**src/rtl/host_cmd_pkg.sv**
```systemverilog
package host_cmd_pkg;

   localparam int unsigned MNEM_BYTES = 4;
   localparam int unsigned OPND_BYTES = 4;
   localparam int unsigned RSP_BYTES  = 4;
   localparam int unsigned WORD_W     = 8 * OPND_BYTES;

   typedef enum logic [3:0] {
      CMD_NONE, CMD_RSET, CMD_LENG, CMD_ADDR, CMD_CMDM, CMD_DATA,
      CMD_GOHR, CMD_GOPT, CMD_RDC1, CMD_RDC2, CMD_RDUS, CMD_CLKF
   } cmd_e;

   // ASCII word, first received character in the top byte
   function automatic cmd_e mnem_decode(input logic [8*MNEM_BYTES-1:0] w);
      case (w)
         "RSET":  return CMD_RSET;
         "LENG":  return CMD_LENG;
         "ADDR":  return CMD_ADDR;
         "CMDM":  return CMD_CMDM;
         "DATA":  return CMD_DATA;
         "GOHR":  return CMD_GOHR;
         "GOPT":  return CMD_GOPT;
         "RDC1":  return CMD_RDC1;
         "RDC2":  return CMD_RDC2;
         "RDUS":  return CMD_RDUS;
         "CLKF":  return CMD_CLKF;
         default: return CMD_NONE;
      endcase
   endfunction

   function automatic logic takes_operand(input cmd_e c);
      return (c == CMD_LENG) || (c == CMD_ADDR) || (c == CMD_GOPT) ||
             (c == CMD_RDUS) || (c == CMD_CLKF);
   endfunction

endpackage

```
**src/rtl/host_cmd_parser.sv**
```systemverilog
module host_cmd_parser
   import host_cmd_pkg::*;
(
   input  logic              clk,
   input  logic              rst_n,
   input  logic              in_vld,
   input  logic [7:0]        in_byte,
   output logic              fire_o,
   output cmd_e              cmd_o,
   output logic [WORD_W-1:0] arg_o
);

   localparam int unsigned HIST_W = 8 * (MNEM_BYTES - 1);
   localparam int unsigned OPSH_W = 8 * (OPND_BYTES - 1);
   localparam int unsigned WC_W   = $clog2(MNEM_BYTES);
   localparam int unsigned OC_W   = $clog2(OPND_BYTES);

   logic [HIST_W-1:0] win_q;
   logic [WC_W-1:0]   wcnt_q;
   logic              opnd_q;
   logic [OC_W-1:0]   ocnt_q;
   logic [OPSH_W-1:0] opw_q;
   cmd_e              pend_q;

   logic              win_full;
   logic              ops_last;
   cmd_e              hit;

   assign win_full = (wcnt_q == WC_W'(MNEM_BYTES - 1));
   assign ops_last = (ocnt_q == OC_W'(OPND_BYTES - 1));
   assign hit      = mnem_decode({win_q, in_byte});

   always_comb begin
      fire_o = 1'b0;
      cmd_o  = CMD_NONE;
      arg_o  = '0;
      if (in_vld) begin
         if (opnd_q) begin
            if (ops_last) begin
               fire_o = 1'b1;
               cmd_o  = pend_q;
               arg_o  = {opw_q, in_byte};
            end
         end else if (win_full && (hit != CMD_NONE) && !takes_operand(hit)) begin
            fire_o = 1'b1;
            cmd_o  = hit;
         end
      end
   end

   always_ff @(posedge clk or negedge rst_n) begin
      if (!rst_n) begin
         win_q  <= '0;
         wcnt_q <= '0;
         opnd_q <= 1'b0;
         ocnt_q <= '0;
         opw_q  <= '0;
         pend_q <= CMD_NONE;
      end else if (in_vld) begin
         if (opnd_q) begin
            opw_q  <= {opw_q[OPSH_W-9:0], in_byte};
            ocnt_q <= ocnt_q + OC_W'(1);
            if (ops_last) begin
               opnd_q <= 1'b0;
               wcnt_q <= '0;
            end
         end else if (win_full && (hit != CMD_NONE)) begin
            wcnt_q <= '0;
            if (takes_operand(hit)) begin
               opnd_q <= 1'b1;
               ocnt_q <= '0;
               pend_q <= hit;
            end
         end else begin
            win_q <= {win_q[HIST_W-9:0], in_byte};
            if (!win_full) wcnt_q <= wcnt_q + WC_W'(1);
         end
      end
   end

endmodule

```
**src/rtl/host_cmd_stats.sv**
```systemverilog
module host_cmd_stats #(
   parameter int unsigned CNT_W   = 32,
   parameter int unsigned USE_W   = 16,
   parameter int unsigned N_IMG   = 8,
   parameter int unsigned IDX_W   = 3,
   parameter bit          USE_SAT = 1'b1
) (
   input  logic             clk,
   input  logic             rst_n,
   input  logic             clr,
   input  logic             start,
   input  logic             ptr_hit,
   input  logic [IDX_W-1:0] ptr_idx,
   input  logic             done_i,
   input  logic             wr_act_i,
   input  logic [IDX_W-1:0] rd_idx,
   output logic [CNT_W-1:0] c1_o,
   output logic [CNT_W-1:0] c2_o,
   output logic [USE_W-1:0] use_o
);

   logic             run_q;
   logic [CNT_W-1:0] c1_q, c2_q;
   logic [USE_W-1:0] use_w [N_IMG];

   always_ff @(posedge clk or negedge rst_n) begin
      if (!rst_n) begin
         run_q <= 1'b0;
         c1_q  <= '0;
         c2_q  <= '0;
      end else if (clr) begin
         run_q <= 1'b0;
         c1_q  <= '0;
         c2_q  <= '0;
      end else if (start) begin
         run_q <= 1'b1;
         c1_q  <= '0;
         c2_q  <= '0;
      end else if (run_q) begin
         c1_q <= c1_q + CNT_W'(1);
         if (wr_act_i) c2_q <= c2_q + CNT_W'(1);
         if (done_i)   run_q <= 1'b0;
      end
   end

   for (genvar i = 0; i < N_IMG; i++) begin : g_img
      logic             bump;
      logic [USE_W-1:0] q;
      assign bump     = ptr_hit && (ptr_idx == IDX_W'(i));
      assign use_w[i] = q;
      if (USE_SAT) begin : g_sat
         always_ff @(posedge clk or negedge rst_n) begin
            if (!rst_n)                  q <= '0;
            else if (clr)                q <= '0;
            else if (bump && (q != '1))  q <= q + USE_W'(1);
         end
      end else begin : g_wrap
         always_ff @(posedge clk or negedge rst_n) begin
            if (!rst_n)    q <= '0;
            else if (clr)  q <= '0;
            else if (bump) q <= q + USE_W'(1);
         end
      end
   end

   assign c1_o  = c1_q;
   assign c2_o  = c2_q;
   assign use_o = use_w[rd_idx];

endmodule

```
**src/rtl/host_cmd_txser.sv**
```systemverilog
module host_cmd_txser #(
   parameter int unsigned NBYTES = 4
) (
   input  logic                clk,
   input  logic                rst_n,
   input  logic                clr,
   input  logic                load,
   input  logic [8*NBYTES-1:0] word,
   input  logic                tx_ready_i,
   output logic                tx_valid_o,
   output logic [7:0]          tx_byte_o
);

   localparam int unsigned SH_W = 8 * NBYTES;
   localparam int unsigned CW   = (NBYTES > 1) ? $clog2(NBYTES) : 1;

   logic [SH_W-1:0] sh_q;
   logic [CW-1:0]   cnt_q;
   logic            vld_q;

   always_ff @(posedge clk or negedge rst_n) begin
      if (!rst_n) begin
         sh_q  <= '0;
         cnt_q <= '0;
         vld_q <= 1'b0;
      end else if (clr) begin
         cnt_q <= '0;
         vld_q <= 1'b0;
      end else if (vld_q) begin
         if (tx_ready_i) begin
            sh_q  <= sh_q << 8;
            cnt_q <= cnt_q + CW'(1);
            if (cnt_q == CW'(NBYTES - 1)) vld_q <= 1'b0;
         end
      end else if (load) begin
         sh_q  <= word;
         cnt_q <= '0;
         vld_q <= 1'b1;
      end
   end

   assign tx_valid_o = vld_q;
   assign tx_byte_o  = sh_q[SH_W-1 -: 8];

endmodule

```
**src/rtl/host_cmd_unit.sv**
```systemverilog
module host_cmd_unit
   import host_cmd_pkg::*;
#(
   parameter int unsigned LEN_W   = 32,
   parameter int unsigned ADR_W   = 32,
   parameter int unsigned CNT_W   = 32,
   parameter int unsigned USE_W   = 16,
   parameter int unsigned N_IMG   = 8,
   parameter int unsigned CODE_W  = 8,
   parameter bit          USE_SAT = 1'b1,
   localparam int unsigned IDX_W  = (N_IMG > 1) ? $clog2(N_IMG) : 1
) (
   input  logic              clk,
   input  logic              rst_n,
   input  logic              rx_valid_i,
   input  logic [7:0]        rx_byte_i,
   input  logic              tx_ready_i,
   output logic              tx_valid_o,
   output logic [7:0]        tx_byte_o,
   input  logic              cfg_done_i,
   input  logic              port_wr_act_i,
   output logic              soft_rst_o,
   output logic [LEN_W-1:0]  dma_len_o,
   output logic [ADR_W-1:0]  dma_addr_o,
   output logic              dma_en_o,
   output logic              pay_valid_o,
   output logic [7:0]        pay_byte_o,
   output logic              go_host_o,
   output logic              go_ptr_o,
   output logic [IDX_W-1:0]  ptr_idx_o,
   output logic [CODE_W-1:0] clk_code_o
);

   localparam int unsigned RSP_W = 8 * RSP_BYTES;

   if (LEN_W < 1 || LEN_W > WORD_W) begin : g_chk_len
      $error("LEN_W must lie in 1..32");
   end
   if (ADR_W < 1 || ADR_W > WORD_W) begin : g_chk_adr
      $error("ADR_W must lie in 1..32");
   end
   if (CODE_W < 1 || CODE_W > WORD_W) begin : g_chk_code
      $error("CODE_W must lie in 1..32");
   end
   if (CNT_W < 1 || CNT_W > RSP_W || USE_W < 1 || USE_W > RSP_W) begin : g_chk_cnt
      $error("counter widths must fit a response word");
   end
   if (N_IMG < 1) begin : g_chk_img
      $error("N_IMG must be at least 1");
   end

   logic              fire;
   cmd_e              cmd;
   logic [WORD_W-1:0] arg;
   logic              idx_ok, rset, start, ptr_hit, rd_load;
   logic [IDX_W-1:0]  rd_idx;
   logic [CNT_W-1:0]  c1, c2;
   logic [USE_W-1:0]  use_cnt;
   logic [RSP_W-1:0]  rsp;

   logic              srst_q, en_q, pv_q, gh_q, gp_q;
   logic [LEN_W-1:0]  len_q, rem_q;
   logic [ADR_W-1:0]  adr_q;
   logic [CODE_W-1:0] code_q;
   logic [7:0]        pb_q;
   logic [IDX_W-1:0]  pi_q;

   host_cmd_parser u_parse (
      .clk     (clk),
      .rst_n   (rst_n),
      .in_vld  (rx_valid_i && !en_q),
      .in_byte (rx_byte_i),
      .fire_o  (fire),
      .cmd_o   (cmd),
      .arg_o   (arg)
   );

   assign idx_ok  = (arg < WORD_W'(N_IMG));
   assign rset    = fire && (cmd == CMD_RSET);
   assign ptr_hit = fire && (cmd == CMD_GOPT) && idx_ok;
   assign start   = ptr_hit || (fire && (cmd == CMD_GOHR));
   assign rd_idx  = idx_ok ? arg[IDX_W-1:0] : '0;
   assign rd_load = fire && ((cmd == CMD_RDC1) || (cmd == CMD_RDC2) || (cmd == CMD_RDUS));

   host_cmd_stats #(
      .CNT_W   (CNT_W),
      .USE_W   (USE_W),
      .N_IMG   (N_IMG),
      .IDX_W   (IDX_W),
      .USE_SAT (USE_SAT)
   ) u_stats (
      .clk      (clk),
      .rst_n    (rst_n),
      .clr      (rset),
      .start    (start),
      .ptr_hit  (ptr_hit),
      .ptr_idx  (rd_idx),
      .done_i   (cfg_done_i),
      .wr_act_i (port_wr_act_i),
      .rd_idx   (rd_idx),
      .c1_o     (c1),
      .c2_o     (c2),
      .use_o    (use_cnt)
   );

   always_comb begin
      case (cmd)
         CMD_RDC1: rsp = RSP_W'(c1);
         CMD_RDC2: rsp = RSP_W'(c2);
         CMD_RDUS: rsp = idx_ok ? RSP_W'(use_cnt) : '0;
         default:  rsp = '0;
      endcase
   end

   host_cmd_txser #(
      .NBYTES (RSP_BYTES)
   ) u_tx (
      .clk        (clk),
      .rst_n      (rst_n),
      .clr        (rset),
      .load       (rd_load),
      .word       (rsp),
      .tx_ready_i (tx_ready_i),
      .tx_valid_o (tx_valid_o),
      .tx_byte_o  (tx_byte_o)
   );

   always_ff @(posedge clk or negedge rst_n) begin
      if (!rst_n) begin
         srst_q <= 1'b0;
         en_q   <= 1'b0;
         pv_q   <= 1'b0;
         gh_q   <= 1'b0;
         gp_q   <= 1'b0;
         len_q  <= '0;
         rem_q  <= '0;
         adr_q  <= '0;
         code_q <= '0;
         pb_q   <= '0;
         pi_q   <= '0;
      end else begin
         srst_q <= 1'b0;
         pv_q   <= 1'b0;
         gh_q   <= 1'b0;
         gp_q   <= 1'b0;
         if (rx_valid_i && en_q) begin
            pv_q  <= 1'b1;
            pb_q  <= rx_byte_i;
            rem_q <= rem_q - LEN_W'(1);
            if (rem_q == LEN_W'(1)) en_q <= 1'b0;
         end
         if (fire) begin
            case (cmd)
               CMD_RSET: begin
                  srst_q <= 1'b1;
                  en_q   <= 1'b0;
                  len_q  <= '0;
                  rem_q  <= '0;
                  adr_q  <= '0;
                  code_q <= '0;
                  pb_q   <= '0;
                  pi_q   <= '0;
               end
               CMD_LENG: len_q  <= arg[LEN_W-1:0];
               CMD_ADDR: adr_q  <= arg[ADR_W-1:0];
               CMD_CLKF: code_q <= arg[CODE_W-1:0];
               CMD_CMDM: en_q   <= 1'b0;
               CMD_DATA: begin
                  if (len_q != '0) begin
                     en_q  <= 1'b1;
                     rem_q <= len_q;
                  end
               end
               CMD_GOHR: gh_q <= 1'b1;
               CMD_GOPT: begin
                  if (idx_ok) begin
                     gp_q <= 1'b1;
                     pi_q <= arg[IDX_W-1:0];
                  end
               end
               default: ;
            endcase
         end
      end
   end

   assign soft_rst_o  = srst_q;
   assign dma_len_o   = len_q;
   assign dma_addr_o  = adr_q;
   assign dma_en_o    = en_q;
   assign pay_valid_o = pv_q;
   assign pay_byte_o  = pb_q;
   assign go_host_o   = gh_q;
   assign go_ptr_o    = gp_q;
   assign ptr_idx_o   = pi_q;
   assign clk_code_o  = code_q;

endmodule

```
**config.mk**
```make
export PLATFORM = sky130hd
export DESIGN_NAME = host_cmd_unit
export DESIGN_NICKNAME = d
export VERILOG_FILES = /design/src/rtl/host_cmd_pkg.sv /design/src/rtl/host_cmd_parser.sv /design/src/rtl/host_cmd_stats.sv /design/src/rtl/host_cmd_txser.sv /design/src/rtl/host_cmd_unit.sv
export SDC_FILE = /design/constraint.sdc
export NUM_CORES = 1
export LEC_CHECK = 0
export BUFFER_PORTS_ARGS = -buffer_cell sky130_fd_sc_hd__clkbuf_2
export CAP_MARGIN = 25
export CORE_AREA = 8 8 276 211
export CTS_CLUSTER_DIAMETER = 60
export DETAILED_ROUTE_END_ITERATION = 10
export DIE_AREA = 0 0 284 219
export GPL_ROUTABILITY_DRIVEN = 0
export PLACE_DENSITY_LB_ADDON = 0.05
export SLEW_MARGIN = 15
export SYNTH_ARGS = -nofsm -noshare
export SYNTH_HDL_FRONTEND = slang
export SYNTH_SLANG_ARGS = --single-unit
export TNS_END_PERCENT = 10
```
**constraint.sdc**
```tcl
create_clock -name clk -period 4.1 [get_ports clk]
set_input_delay 0.205 -clock clk [delete_from_list [all_inputs] [get_ports clk]]
set_output_delay 0.205 -clock clk [all_outputs]
set_load 0.005 [all_outputs]
```
Word-level counts from Yosys, hierarchy flattened
Cells that the tools add are included.
{"block": "word_totals", "register_bits": 405, "wordCells": 263, "output_inout_bits": 97, "in_bits": 14}
{"block": "op_classes", "mux": 93, "n_eq_ne": 51, "order_cmp": 2, "add_sub_neg": 14, "bitwise": 4, "reduce_logical": 68}
{"op": "$mux 32", "count": 16}
{"op": "$eq 32x31->1 const B", "count": 11}
{"op": "$mux 16", "count": 19}
{"op": "$pmux 32 s2", "count": 3}
{"op": "$add 16x1->16 const B", "count": 8}
{"op": "$ne 16x16->1 const B", "count": 8}
{"op": "$pmux 32 s3", "count": 1}
{"op": "$add 32x1->32 const B", "count": 2}
{"op": "$bmux 16 s3", "count": 1}
{"op": "$pmux 4 s11", "count": 1}
{"op": "$eq 32x1->1 const B", "count": 1}
{"op": "$lt 32x4->1 const B", "count": 1}
{"op": "$reduce_bool 32->1", "count": 1}
{"op": "$sub 32x1->32 const B", "count": 1}
{"op": "$reduce_bool 2->1", "count": 15}
{"op": "$mux 1", "count": 29}
{"op": "$logic_and 1x1->1", "count": 25}
{"op": "$eq 4x4->1 const B", "count": 6}
{"op": "$mux 8", "count": 3}
{"op": "$mux 2", "count": 11}
{"op": "$eq 4x3->1 const B", "count": 5}
{"op": "$eq 4x2->1 const B", "count": 4}
{"op": "$mux 4", "count": 4}
{"op": "$pmux 8 s2", "count": 1}
{"op": "24 further kinds", "count": 55}

Depth between registers and ports, before layout
{"block": "depth", "ltp_word": 19, "depth_mapped": 12, "mapped_depth_nobuf": 11}

Modules after synthesis
A second synthesis with hierarchy kept.
{"block": "unflattened", "cells_unflattened": 2215, "hier_area_um2": 22200.0}
{"mod": "host_cmd_stats", "area_each_um2": 11110.7, "instances": 1, "seq_area_each_um2": 4829.6, "cells_per_inst": 1164}
{"mod": "host_cmd_unit", "area_each_um2": 5819.3, "instances": 1, "seq_area_each_um2": 3002.9, "cells_per_inst": 593}
{"mod": "host_cmd_parser", "area_each_um2": 3375.7, "instances": 1, "seq_area_each_um2": 1426.4, "cells_per_inst": 322}
{"mod": "host_cmd_txser", "area_each_um2": 1894.3, "instances": 1, "seq_area_each_um2": 875.8, "cells_per_inst": 136}

Worst setup path before layout
No wires, ideal clock.
{"block": "synth_timing", "kind": "flip-flop to flip-flop", "startpoint": "reg u_parse.win_q[1]", "endpoint": "reg rem_q[11]", "required_ns": 3.976, "synth_period_minus_slack_ns": 3.249, "path_buffers": 1, "path_slack_ns": 0.851, "t_arrival_ns": 3.125, "path_stages_with_launch": 11, "path_cell_list": "dfrtp_1 > or3_1 > or3_1 > or4_1 > o311ai_2 > o21ai_2 > nor4_4 > a21boi_1 > a21boi_1 > buf_2 > o21ai_1"}
{"block": "synth_via", "elab_chain_len": 15, "word_cells_on_any_way": 35, "classes_between": "eq/ne: 18; mux: 9; reduce/logical: 8"}
{"item": "start: declaration", "line": "host_cmd_parser.sv:18", "source": "logic [HIST_W-1:0] win_q;"}
{"item": "start signal: assignment", "line": "host_cmd_parser.sv:75", "source": "win_q <= {win_q[HIST_W-9:0], in_byte};"}
{"item": "$eq 32x31->1", "line": "host_cmd_pkg.sv:15", "source": "case (w)"}
{"item": "$pmux 4 s11 *", "line": "host_cmd_pkg.sv:15"}
{"item": "$eq 4x2->1", "line": "host_cmd_pkg.sv:32", "source": "return (c == CMD_LENG) || (c == CMD_ADDR) || (c == CMD_GOPT) ||"}
{"item": "$logic_or 1x1->1 (3 in series)", "line": "host_cmd_pkg.sv:32"}
{"item": "$logic_or 1x1->1", "line": "host_cmd_pkg.sv:33", "source": "(c == CMD_RDUS) || (c == CMD_CLKF);"}
{"item": "$logic_not 1->1", "line": "host_cmd_parser.sv:44", "source": "end else if (win_full && (hit != CMD_NONE) && !takes_operand(hit)) begin"}
{"item": "$logic_and 1x1->1", "line": "host_cmd_parser.sv:44"}
{"item": "$mux 4", "line": "host_cmd_parser.sv:44"}
{"item": "$mux 4", "line": "host_cmd_parser.sv:38", "source": "if (opnd_q) begin"}
{"item": "$mux 4", "line": "host_cmd_parser.sv:37", "source": "if (in_vld) begin"}
{"item": "$eq 4x3->1 / $eq 4x1->1 (equally long branches)", "line": "host_cmd_unit.sv:153", "source": "case (cmd)"}
{"item": "$pmux 32 s2", "line": "host_cmd_unit.sv:153"}
{"item": "$mux 32 *", "line": "host_cmd_unit.sv:152", "source": "if (fire) begin"}
{"item": "end signal: assignment", "line": "host_cmd_unit.sv:149", "source": "rem_q <= rem_q - LEN_W'(1);"}
{"item": "end signal: assignment", "line": "host_cmd_unit.sv:171", "source": "rem_q <= len_q;"}
{"item": "end: declaration", "line": "host_cmd_unit.sv:62", "source": "logic [LEN_W-1:0] len_q, rem_q;"}
Every way passes the cells marked *; elsewhere a longest branch is shown, timed or not.
A chain may end at the register's enable or synchronous reset.

Worst setup path after layout
{"block": "layout_timing", "startpoint": "reg u_parse.win_q[1]", "endpoint": "reg rem_q[29]"}
The elaborated chain is that of the path after synthesis.

==> summary.md <==
| Metric | Value |
|---|---|
| Status | finished, final reports clean |
| Layout cells sized above 1 | roughly 15% |
| F_max | between 0.2 and 0.3 GHz |
| Pre-antenna DRT Iters | 7 |
| Syn nets | 2324 |
| Cell count after synthesis | between 2000 and 2500 |
| Clk_skew | 0.0244 ns |
| Worst path bufs/invs | 1 |
| Antenna Violating Nets Remaining | 0 |
| Top cell by count, worst path | a21boi_1 |
| CTS sink count | 405 |
| Ys flop type | dfrtp_1 |
| M2 GR Usage | between 30 and 40% |
| Antenna violations before repair | 2 |
| Number of flops mapped to enable cells by yosys | 0 |
| Wirelength per Cell | ~22 µm |
| Synth area leaders | dfrtp_1 48%, nor2_1 5.0%, nand2_1 4.7% |
| Yosys warns | 0 |
| P_leak | ~0.011 µW |
| Setup TNS | 0 ns |
| Die Area | slightly above 60000 µm² |
| Final Cycle Share | between 90% and 100% |
| Slew Viols, Final | 0 |
| H-Tree Depth | 2 |
| Total GRT Usage | between 20% and 30% |
| Later-pin clock latency in the skew report | around 0.58 ns |
| CP Max Fanout | 20 |
| M3 GR Usage | ~4.0% |
| R2r endpoint | rem_q[29] |
| Num CTS Buffers | 45 |
| Slowest stage delay, CP | between 0.8 and 0.9 ns |
| # DRC | 0 |
| Gr ovfl total | 0 |
| Clock Path Buffers | 3 |
| Commonest non-fill, non-tap cell in the layout | dfrtp_1 |
| Vias post-DR | 18000 |
| Arr. time, crit path | about 4.3 ns |
| Seq/Total Area, Yosys | 47.5% |
| Chip Height | around 220 µm |
| Number of global-route vias before repair | between 15000 and 20000 |
| Mapped Area | about 21000 µm² |
| First-pass GRT wire length | between 100000 and 150000 µm |
| HP Start | rx_byte_i[6] |
| Yosys cell types | 90 |
| Starting Density | 39.6% |
| R2R Setup Slk | ~0.28 ns |
| Commonest non-fill, non-tap cells in the layout | 405 x dfrtp_1, 277 x nor2_1, 268 x nand2_1 |
| CP Cell Sequence | nor4_1, nor4b_1, and2_1, a221oi_1, a21boi_1, nor4_4, a21boi_1, a21boi_1, buf_4, o21ai_1 |
| Hold WC Path Type | input pin to register |
| CTS tree | built |
| Worst Hold Path Cells | 4 |
| Worst slew pin tran | 1.05 ns |
| Final hold viol count | 0 |
| Syn Area/Cell | between 9 and 10 µm² |
| Synth area leader | dfrtp_1 |
| Hpwl dp | about 50000 µm |
| Met1 usage | between 30 and 40% |
| CP delay by family, top | compound AO/OA/AOI/OAI gates |
| Busiest grt layer | met1 |
| DR iter-0 viols | roughly 1500 |
| #FFs+latches synth | roughly 410 |
| Worst R2R Path Depth | 10 |
| Reg clk slew, reported paths | approximately 0.06 ns |
| WS Path Type | register to register |
| Die width | about 280 µm |
| Number of I/O pins | between 100 and 150 |
| Pwr dens | between 500 and 600 nW/µm² |
| Final nets | about 2500 |
| Critical path endpoint category | register |
| RSZ-0062 raised after global routing | no |
| Ys async rst share | between 90% and 100% |
| Final setup vio count | 0 |
| Crit-path slowest cell | a221oi_1 |
| Tot Pwr | between 10000 and 15000 µW |
| Total of max-cap violations | 0 |
| Ant diodes | 0 |
| Routed vias/inst | 5.67 |
| # port buffers | 110 |
| Area growth, synth to finish | 15.5% |
| Drt total wl | 68800 µm |
| Rows | 74 |
| Peak VDD IR | 0.314 mV |
| Critical Path RT | ~4.6 ns |
| CORE AREA | 53900 µm² |
| Final min period | 3.82 ns |
| Clk root buf | clkbuf_16 |
| Crit start category | register |
| Relative slew slack | between 30 and 40% |
| Worst r2r src | u_parse.win_q[1] |
| Worst Hold Path EP | pay_byte_o[6] |
| Pin count of the biggest net entering global routing | approximately 100 |
| Synth top area share | between 40% and 50% |
-- tightest hold or removal path, cell delays in order --
cell	delay, ns
clkbuf_2	0.09
buf_4	0.17
nand2_1	0.06
a21oi_1	0.05
-- worst max path at each step --
stage | from | endpoint | slack (ns) | depth (start not counted)
final | u_parse.win_q[1] | rem_q[29] | 0.28 | 10
after global routing | u_parse.win_q[1] | u_stats.g_img[0].q[10] | 0.03 | 10
after CTS | rx_byte_i[7] | u_stats.c2_o[26] | 0.23 | 12
after detailed placement | rx_byte_i[5] | u_stats.c2_o[26] | 0.12 | 11
after global placement | rx_byte_i[5] | u_stats.c1_o[24] | 0.22 | 11
after floorplan | u_parse.win_q[1] | rem_q[11] | 0.85 | 10
-- cell usage after synthesis, types with 18 or more instances --
library cell and n:
inv_1 52, nand4_1 49, nor4_1 48, a21oi_1 78, o21ai_0 126, clkbuf_1 64
o221ai_1 20, o22ai_1 28, nand2b_1 26, nor3_1 66, mux2i_1 22, a22oi_1 20
nand2_1 268, xnor2_1 92, and4_1 18, nor2_1 282, or3_1 29, and3_1 42
xor2_1 93, o21ai_1 19, mux2_2 33, buf_2 44, nand3_1 120, dfrtp_1 405
-- report_power, final --
part           total, µW  switching, µW  leakage [µW]  internal, µW
sequential          5870           1030       0.00539          4840
clock               4060           1670      0.000706          2390
combinational       3170           1860       0.00455          1310
-- area by class of cell --
cell class / instances / area, µm²
clock buffers: 62 / 1260
flip-flops and latches: 405 / 10100
clock inverters: 14 / 183
well taps: 722 / 903
inverters: 52 / 195
fillers: 5281 / 29300
repair buffers: 209 / 1490
multi-input cells: 1710 / 10500
-- flip-flops by register name, summed over array words and instances, names as in the netlist, 2 cells and up --
signal / cells
u_stats.c2_o: 32
u_stats.c1_o: 32
u_stats.g_img.q: 128
u_parse.pend_q: 4
ptr_idx_o: 3
u_parse.opw_q: 24
dma_len_o: 32
u_tx.sh_q: 32
pay_byte_o: 8
dma_addr_o: 32
u_parse.ocnt_q: 2
rem_q: 32
u_tx.cnt_q: 2
u_parse.wcnt_q: 2
u_parse.win_q: 24
clk_code_o: 8
-- cell families after synthesis --
group	Yosys count	synth area share, %
XOR/XNOR	185	7.60
AND/OR/NAND/NOR	1053	25.1
adder cells (fa/ha/maj)	15	0.880
AO/OA/AOI/OAI	402	12.5
multiplexers	55	2.78
flip-flops	405	47.5
buffers and inverters	180	3.66
-- per-layer routing --
metal,routed length (µm),part of all wire (%)
met5,31,0.045
met3,4150,6.0
met4,1490,2.2
met2,28400,41
met1,34800,51
-- per-stage QoR --
| step | area (µm²) | cells | setup WS (ns) | hold WS, ns | util (%) |
|---|---|---|---|---|---|
| CTS | 24600 | 3173 | 0.227 | 0.0201 | 45.7 |
| floorplan | 21300 | 2295 | 0.851 | -0.0906 | - |
| global placement | 23100 | 3089 | 0.217 | 0.331 | 42.9 |
| global route | 24600 | 3174 | 0.0339 | 0.0465 | 45.7 |
| detailed placement | 23100 | 3090 | 0.124 | 0.333 | 42.9 |
| finish | 24600 | 3174 | 0.280 | 0.0563 | 45.7 |
-- what timing repair did --
item                                    4_1_cts  5_1_grt
hold buffers                                  7        0
setup buffers                                 0        0
gates resized for setup                       0        1
endpoints found under the hold margin       105        0
endpoints found under the setup margin        0        8
(Power assumes the default switching activity.)
